===== config.mk =====
export PLATFORM = sky130hd
export DESIGN_NAME = gpio_port
export DESIGN_NICKNAME = d
export VERILOG_FILES = /design/src/rtl/gpio_pkg.sv /design/src/rtl/gpio_sync.sv /design/src/rtl/gpio_regs.sv /design/src/rtl/gpio_pad_ctl.sv /design/src/rtl/gpio_port.sv
export SDC_FILE = /design/constraint.sdc
export NUM_CORES = 1
export LEC_CHECK = 0
export ABC_CLOCK_PERIOD_IN_PS = 1600
export CAP_MARGIN = 0
export CORE_ASPECT_RATIO = 1.75
export CORE_MARGIN = 10
export CORE_UTILIZATION = 52
export CTS_CLUSTER_SIZE = 30
export DETAILED_ROUTE_END_ITERATION = 10
export DONT_BUFFER_PORTS = 1
export PLACE_DENSITY = 0.67
export SYNTH_ARGS = -nofsm -noshare
export SYNTH_HDL_FRONTEND = slang
export SYNTH_SLANG_ARGS = --single-unit

===== constraint.sdc =====
create_clock -name clk_i -period 1.6 [get_ports clk_i]
set_input_delay 0.32 -clock clk_i [delete_from_list [all_inputs] [get_ports clk_i]]
set_output_delay 0.32 -clock clk_i [all_outputs]
set_load 0.05 [all_outputs]

===== src/rtl/gpio_pkg.sv =====
package gpio_pkg;
  typedef enum logic [1:0] {
    REG_DAT = 2'd0,
    REG_DIR = 2'd1,
    REG_OPT = 2'd2,
    REG_RSV = 2'd3
  } gpio_reg_e;
endpackage


===== src/rtl/gpio_sync.sv =====
module gpio_sync #(
  parameter int W = 8
) (
  input  logic         clk_i,
  input  logic         rst_ni,
  input  logic [W-1:0] d_i,
  output logic [W-1:0] q_o
);
  logic [W-1:0] s1_q, s2_q;
  always_ff @(posedge clk_i or negedge rst_ni) begin
    if (!rst_ni) begin
      s1_q <= '0;
      s2_q <= '0;
    end else begin
      s1_q <= d_i;
      s2_q <= s1_q;
    end
  end
  assign q_o = s2_q;
endmodule


===== src/rtl/gpio_regs.sv =====
module gpio_regs
  import gpio_pkg::*;
#(
  parameter int W = 8
) (
  input  logic         clk_i,
  input  logic         rst_ni,
  input  logic         req_i,
  input  logic         we_i,
  input  logic [1:0]   addr_i,
  input  logic [W-1:0] wdata_i,
  input  logic [W-1:0] lvl_i,
  input  logic [W-1:0] af_act_i,
  output logic [W-1:0] dat_o,
  output logic [W-1:0] dir_o,
  output logic [W-1:0] opt_o,
  output logic [W-1:0] rdata_o
);
  logic [W-1:0] dat_q, dir_q, opt_q, rd_q, rd_d;
  gpio_reg_e    sel;

  assign sel = gpio_reg_e'(addr_i);

  always_ff @(posedge clk_i or negedge rst_ni) begin
    if (!rst_ni) begin
      dat_q <= '0;
      dir_q <= '0;
      opt_q <= '0;
    end else if (req_i && we_i) begin
      case (sel)
        REG_DAT: dat_q <= wdata_i;
        REG_DIR: dir_q <= wdata_i;
        REG_OPT: opt_q <= wdata_i;
        default: ;
      endcase
    end
  end

  // data readback: latch for driven outputs, pad level otherwise
  always_comb begin
    case (sel)
      REG_DAT: rd_d = (dir_q & ~af_act_i & dat_q) | (~(dir_q & ~af_act_i) & lvl_i);
      REG_DIR: rd_d = dir_q;
      REG_OPT: rd_d = opt_q;
      default: rd_d = '0;
    endcase
  end

  always_ff @(posedge clk_i or negedge rst_ni) begin
    if (!rst_ni)                rd_q <= '0;
    else if (req_i && !we_i)    rd_q <= rd_d;
  end

  assign dat_o   = dat_q;
  assign dir_o   = dir_q;
  assign opt_o   = opt_q;
  assign rdata_o = rd_q;
endmodule


===== src/rtl/gpio_pad_ctl.sv =====
module gpio_pad_ctl #(
  parameter int          W        = 8,
  parameter logic [W-1:0] AF_MASK  = '0,
  parameter logic [W-1:0] IRQ_MASK = '0
) (
  input  logic [W-1:0] dat_i,
  input  logic [W-1:0] dir_i,
  input  logic [W-1:0] opt_i,
  input  logic [W-1:0] lvl_i,
  input  logic [W-1:0] af_oe_i,
  input  logic [W-1:0] af_val_i,
  output logic [W-1:0] af_act_o,
  output logic [W-1:0] oe_o,
  output logic [W-1:0] out_o,
  output logic [W-1:0] pu_o,
  output logic [W-1:0] int_lvl_o
);
  for (genvar i = 0; i < W; i++) begin : g_pin
    logic act;
    if (AF_MASK[i]) begin : g_af
      assign act = af_oe_i[i];
    end else begin : g_noaf
      assign act = 1'b0;
    end

    always_comb begin
      if (act) begin
        oe_o[i]  = 1'b1;
        out_o[i] = af_val_i[i];
      end else if (dir_i[i]) begin
        oe_o[i]  = opt_i[i] ? ~dat_i[i] : 1'b1;  // open-drain releases on 1
        out_o[i] = opt_i[i] ? 1'b0 : dat_i[i];
      end else begin
        oe_o[i]  = 1'b0;
        out_o[i] = 1'b0;
      end
    end

    assign pu_o[i]     = ~act & ~dir_i[i] & opt_i[i];
    assign af_act_o[i] = act;

    if (IRQ_MASK[i]) begin : g_irq
      assign int_lvl_o[i] = (~dir_i[i] & opt_i[i]) ? lvl_i[i] : 1'b1;
    end else begin : g_noirq
      assign int_lvl_o[i] = 1'b1;
    end
  end
endmodule


===== src/rtl/gpio_port.sv =====
module gpio_port #(
  parameter int           NUM_PINS = 8,
  parameter logic [NUM_PINS-1:0] AF_MASK  = NUM_PINS'('hA5),
  parameter logic [NUM_PINS-1:0] IRQ_MASK = NUM_PINS'('h0F)
) (
  input  logic                clk_i,
  input  logic                rst_ni,
  input  logic                req_i,
  input  logic                we_i,
  input  logic [1:0]          addr_i,
  input  logic [NUM_PINS-1:0] wdata_i,
  output logic [NUM_PINS-1:0] rdata_o,
  input  logic [NUM_PINS-1:0] pin_i,
  output logic [NUM_PINS-1:0] pin_oe_o,
  output logic [NUM_PINS-1:0] pin_out_o,
  output logic [NUM_PINS-1:0] pin_pu_o,
  input  logic [NUM_PINS-1:0] af_oe_i,
  input  logic [NUM_PINS-1:0] af_val_i,
  output logic [NUM_PINS-1:0] int_lvl_o
);
  logic [NUM_PINS-1:0] lvl, dat_q, dir_q, opt_q, af_act;

  gpio_sync #(.W(NUM_PINS)) i_sync (
    .clk_i, .rst_ni, .d_i(pin_i), .q_o(lvl)
  );

  gpio_regs #(.W(NUM_PINS)) i_regs (
    .clk_i, .rst_ni, .req_i, .we_i, .addr_i, .wdata_i,
    .lvl_i(lvl), .af_act_i(af_act),
    .dat_o(dat_q), .dir_o(dir_q), .opt_o(opt_q), .rdata_o
  );

  gpio_pad_ctl #(.W(NUM_PINS), .AF_MASK(AF_MASK), .IRQ_MASK(IRQ_MASK)) i_pad (
    .dat_i(dat_q), .dir_i(dir_q), .opt_i(opt_q), .lvl_i(lvl),
    .af_oe_i, .af_val_i, .af_act_o(af_act),
    .oe_o(pin_oe_o), .out_o(pin_out_o), .pu_o(pin_pu_o), .int_lvl_o
  );
endmodule


After elaboration in Yosys (flattened, before gate mapping). Index checks and enable logic that the tools add are counted.

$add $sub $neg: 0. $mul: 0. Divide/modulo/power cells: 0. $lt $le $gt $ge: 0. Equality and inequality tests: 2. Shift operators: 0. Mux-type cells: 45. Bitwise logic cells: 40. Reductions and logical operators: 7.

Operator list (number): 1-bit 2-to-1 mux (44); 8-bit AND (3); 8-bit one-hot mux with 3 select lines (1); 1-bit inverter (20); 8-bit inverter (2); 1-bit AND (14); 8-bit OR (1); 2-bit AND reduction (3); 2-bit by 1-bit == test with 1-bit output, second input constant (1); 2-bit == test, second input constant (1); 1-bit logical AND (2); 2-bit zero test (1); 1-bit zero test (1).

Flip-flop bits (word level): 48. Latch bits: 0. Memory bits (writable): 0. ROM bits: 0. Output and inout port bits: 40. Word-level logic and storage cells: 100. Memories kept: 0.

Logic depth before layout (Yosys ltp).
Word-level depth: 6. Depth in mapped cells: 6. Depth with buffers taken out: 4.

By module. A second synthesis with hierarchy kept.

Cell total of the unflattened synthesis: 210. Area total of the unflattened synthesis: 2401.1 µm².

Modules (own cells, without submodules): gpio_regs (times used 1, cells each 136, area an instance 1646.6 µm², sequential area each 800.8 µm²); gpio_sync (times used 1, cells each 16, area an instance 400.4 µm², sequential area each 400.4 µm²); gpio_pad_ctl (times used 1, cells each 58, area an instance 354.1 µm², sequential area each 0.0 µm²).

Worst setup path after synthesis. Ideal clock, no wire load.

Kind: register -> output. Start point: reg i_regs.dir_q[1], in the netlist i_regs.dir_o[1]. End point: out int_lvl_o[1]. Data arrival time: 1677 ps. Required time: 1280 ps. Path slack: -397 ps. Cell stages (with the launch flop): 3. Buffers on the path: 0. Cells stage by stage: dfrtp_1 > nor2b_1 > nand2b_1.

Cells in the longest elaborated chain, start to end: 3.

Ends and longest elaborated chain: start: declaration (line gpio_regs.sv:19) `logic [W-1:0] dat_q, dir_q, opt_q, rd_q, rd_d;`; start signal: assignment (line gpio_regs.sv:32) `REG_DIR: dir_q <= wdata_i;`; 1-bit inverter; 1-bit AND; named net pin_pu_o[1] (line gpio_port.sv:16) `output logic [NUM_PINS-1:0] pin_pu_o,`; 1-bit 2-to-1 mux (line gpio_pad_ctl.sv:43) `assign int_lvl_o[i] = (~dir_i[i] & opt_i[i]) ? lvl_i[i] : 1'b1;`; end: declaration (line gpio_port.sv:19) `output logic [NUM_PINS-1:0] int_lvl_o`.

The timed path passes the listed nets, and every way through them passes these cells.

Worst setup path in the final report.
Start point: reg i_regs.dir_q[0], in the netlist i_regs.dir_o[0]. End point: out pin_out_o[0].

Cells in the longest elaborated chain, start to end: 2.

Ends and longest elaborated chain: 1-bit 2-to-1 mux (line gpio_pad_ctl.sv:30) `end else if (dir_i[i]) begin`; 1-bit 2-to-1 mux (line gpio_pad_ctl.sv:27) `if (act) begin`; end: declaration (line gpio_port.sv:15) `output logic [NUM_PINS-1:0] pin_out_o,`.

No other way between the ends.

==> impl_results.md <==
* Post-route ant nets at 0
* Slew headroom at roughly 66%
* Area of the core at 0.00390 mm2
* Number of synthesized flops with an enable pin at 0
* Pwr Density at 1410 mW/mm2
* Clock Skew at 0.00191 ns
* Synth Flop Type: dfrtp_1
* DR pass1 iterations at 6
* WP buf/inv at 1
* Delay-heaviest family, CP: flip-flops
* Post-synth cell types at 26
* Final wirelength at slightly above 5000 um
* Leak at ~1.2 nW
* Maximum clock frequency at 633 MHz
* Post-synthesis adder-cell area fraction at 0%
* Simple-gate share of the synthesized area at 10.4%
* Clock Sinks at 48
* Crit Path Class: reg -> out
* CTS tree: built
* Worst-Margin Slew at ~0.51 ns
* Post-Route Setup TNS at 0 ns
* GR Layer Usage met2 at 24.6%
* Routed WL per cell at between 20 and 25 um
* Worst Path Arrival at 1.26 ns
* IO Pins at 78
* Clock root buffer: clkbuf_8
* Row count at 30
* CP Data Required Time at 1.28 ns
* Top cells by area, synth: dfrtp_1 57%, mux2_2 13%, a22oi_1 2.8%
* Dpl ws at between 0.15 and 0.2 ns
* Critical Path Start Type: register
* Period utilization at around 99%
* Vias in the first global route at 1639
* H-tree lvl count at 2
* Final HPWL DP at 3780 um
* Crit path cell chain: nor2b_4 > a32o_2 > buf_8
* Main combinational cell family by area after synthesis: compound AO/OA/AOI/OAI gates
* Average size of a mapped cell at 12.4 um2
* Post-synth ARST share at 100%
* Post-route minimum period at 1.58 ns
* RePlAce Congestion at 0.743
* Port Buf Inserts at 0
* Insertion delay to the later sink of the worst-skew pair at 0.30 ns
* Maximum fanout along the worst path at 4
* Final setup vio count at 0
* Design Power at around 3.7 mW
* XOR/XNOR share of the synthesized area at 0%
* Die Ht at 104 um
* RSZ-0062 raised after global routing: true
* Busiest grt layer: met2
* Area Growth Syn to Fin at 25.8%
* Met3 usage at 6.80%
* Largest net degree at the start of global routing at 49
* Layout cells sized above 1 at 42.0%
* Via count at 1468
* Fin. Hold Viols at 0
* Area share of the largest cell type after synthesis at 56.9%
* # DRC at 0
* Fin worst setup slack at between 0.02 and 0.025 ns
* Worst VDD drop at 0.930 mV
* Die X at 68.2 um
* First-pass GRT wire length at roughly 8000 um
* GR Util met1 at 14.9%
* Initial antenna violation count at 0
* Status: completed
* Total track usage at 14.7%
* Flops & latches, synth at between 40 and 50
* Compound-gate portion of the synthesized area at 14.8%
* Max Root-Sink Buffers at 2
* Initial DRC count at 52
* Seq/Total Area, Yosys at 56.9%
* Synth area leader: dfrtp_1
* Min-Delay Path Class: in -> reg
* Post-synthesis mux area share at 14.7%
* Max_cap viols at 0
* Final Max Tran Viols at 0
* Starting Density at between 50% and 60%
* Synth Warn # at 0
* Placed cell count at 239
* Critical Path End Type: output pin
* Antenna fix cells at 0
* GR Overflow Total at 0
* Worst-path clk slew at 0.08 ns
* CTS Buf Count at 5
* CP max-delay cell: dfrtp_1
* Fin cells at 255
* Vias per Instance at between 5 and 6
* Max incr delay on CP at 0.42 ns
* Syn Std Cell Area at 0.00211 mm2
* Nets at 244
* Mapped Cells at 170
* Die area at 0.00711 mm2
synth_stat cells, drive strengths merged, types with 4 or more instances:
cell type,number
a21boi,4
a21o,4
a22oi,8
buf,7
dfrtp,48
inv,4
mux2,24
mux2i,4
nand2,11
nor2,8
nor2b,9
nor3,4
o211ai,8
o21a,8
o311ai,4
layout by cell type (no fill, tap or decap), types with 2 or more instances in the layout:
cell type | synthesis | routed
a21o_2 | 0 | 2
nor2b_4 | 0 | 3
nor2_1 | 8 | 8
inv_1 | 4 | 3
nor2b_1 | 9 | 4
a21boi_1 | 0 | 4
nand3_2 | 2 | 2
o21a_1 | 8 | 8
o311ai_0 | 4 | 4
a21o_1 | 4 | 2
buf_8 | 0 | 2
buf_6 | 0 | 5
mux2_2 | 24 | 24
a22oi_1 | 8 | 8
clkbuf_8 | 0 | 5
a32o_2 | 0 | 3
or3_4 | 0 | 2
and2b_1 | 2 | 2
buf_4 | 4 | 24
nand2_1 | 11 | 11
conb_1 | 1 | 4
dfrtp_1 | 48 | 48
o211ai_1 | 8 | 8
mux2i_1 | 4 | 4
nor3_2 | 1 | 3
nor2b_2 | 0 | 2
worst paths after layout:
check	to	slack, ns	startpoint	depth (start not counted)
worst min register to register	i_sync.q_o[1]$_DFF_PN0_	0.35	i_sync.s1_q[1]$_DFF_PN0_	0
worst max register to register	i_regs.rdata_o[0]$_DFFE_PN0P_	0.26	i_regs.dir_o[0]$_DFFE_PN0P_	5
worst max-delay path	pin_out_o[0]	0.02	i_regs.dir_o[0]$_DFFE_PN0P_	3
worst min-delay path	i_sync.s1_q[7]$_DFF_PN0_	0.04	pin_i[7]	0
max in group asynchronous	i_regs.dat_o[7]$_DFFE_PN0P_	0.87	rst_ni	2
min in group asynchronous	i_regs.rdata_o[0]$_DFFE_PN0P_	0.52	rst_ni	2
flip-flops by register name, summed over array words and instances, names as in the netlist:
name and count:
i_regs.dat_o 8, i_regs.dir_o 8, i_regs.opt_o 8, i_regs.rdata_o 8, i_sync.q_o 8, i_sync.s1_q 8
kinds of logic after synthesis:
kind of cell / after synthesis
AOI/OAI and AO/OA: 40
buffers and inverters: 12
muxes: 28
and+or+nand+nor: 41
DFF: 48
other: 1
metrics by stage:
step / util [%] / hold slack (ns) / area [um2]
global route: 68.0 / 0.0196 / 2660
global placement: 60.8 / 0.0261 / 2370
floorplan: - / 0.0244 / 2160
detailed placement: 60.8 / 0.0264 / 2370
finish: 68.0 / 0.0409 / 2660
CTS: 66.5 / 0.0310 / 2600
worst reg2reg max path: cells and delay by family (launching register included):
kind                   cells  cell delay (ns)
AOI/OAI and AO/OA          2             0.49
DFF                        1             0.42
and+or+nand+nor            1             0.14
buffers and inverters      1             0.12
muxes                      1             0.11
area by class of cell:
type                       count  area [um2]
fill                         299        1250
inverter                       4        15.0
clock buffer                   5        68.8
clock inverter                 3        42.5
multi-input combinational    113         945
sequential                    48        1200
timing repair buffer          34         324
tap                           48        60.1
power by group:
group / internal (mW) / switching, mW
clock: 0.462 / 0.388
combinational: 0.470 / 0.712
sequential: 1.40 / 0.316
total: 2.33 / 1.42
metal layers:
metal	vias to the layer above	share of wire, %
met1	736	35
met3	4	9.9
met4	0	0.98
li1	679	-
met2	49	54
met5	-	0
timing repair:
| item | in CTS | in global routing |
|---|---|---|
| cloned | 0 | 0 |
| hold buffers | 2 | 0 |
| buffers inserted | 5 | 1 |
| hold endpoints to repair | 48 | 0 |
| endpoints found under the setup margin | 6 | 11 |
| resized for setup | 11 | 14 |
| pin swaps | 1 | 5 |
Power figures use the tool's default switching activity.
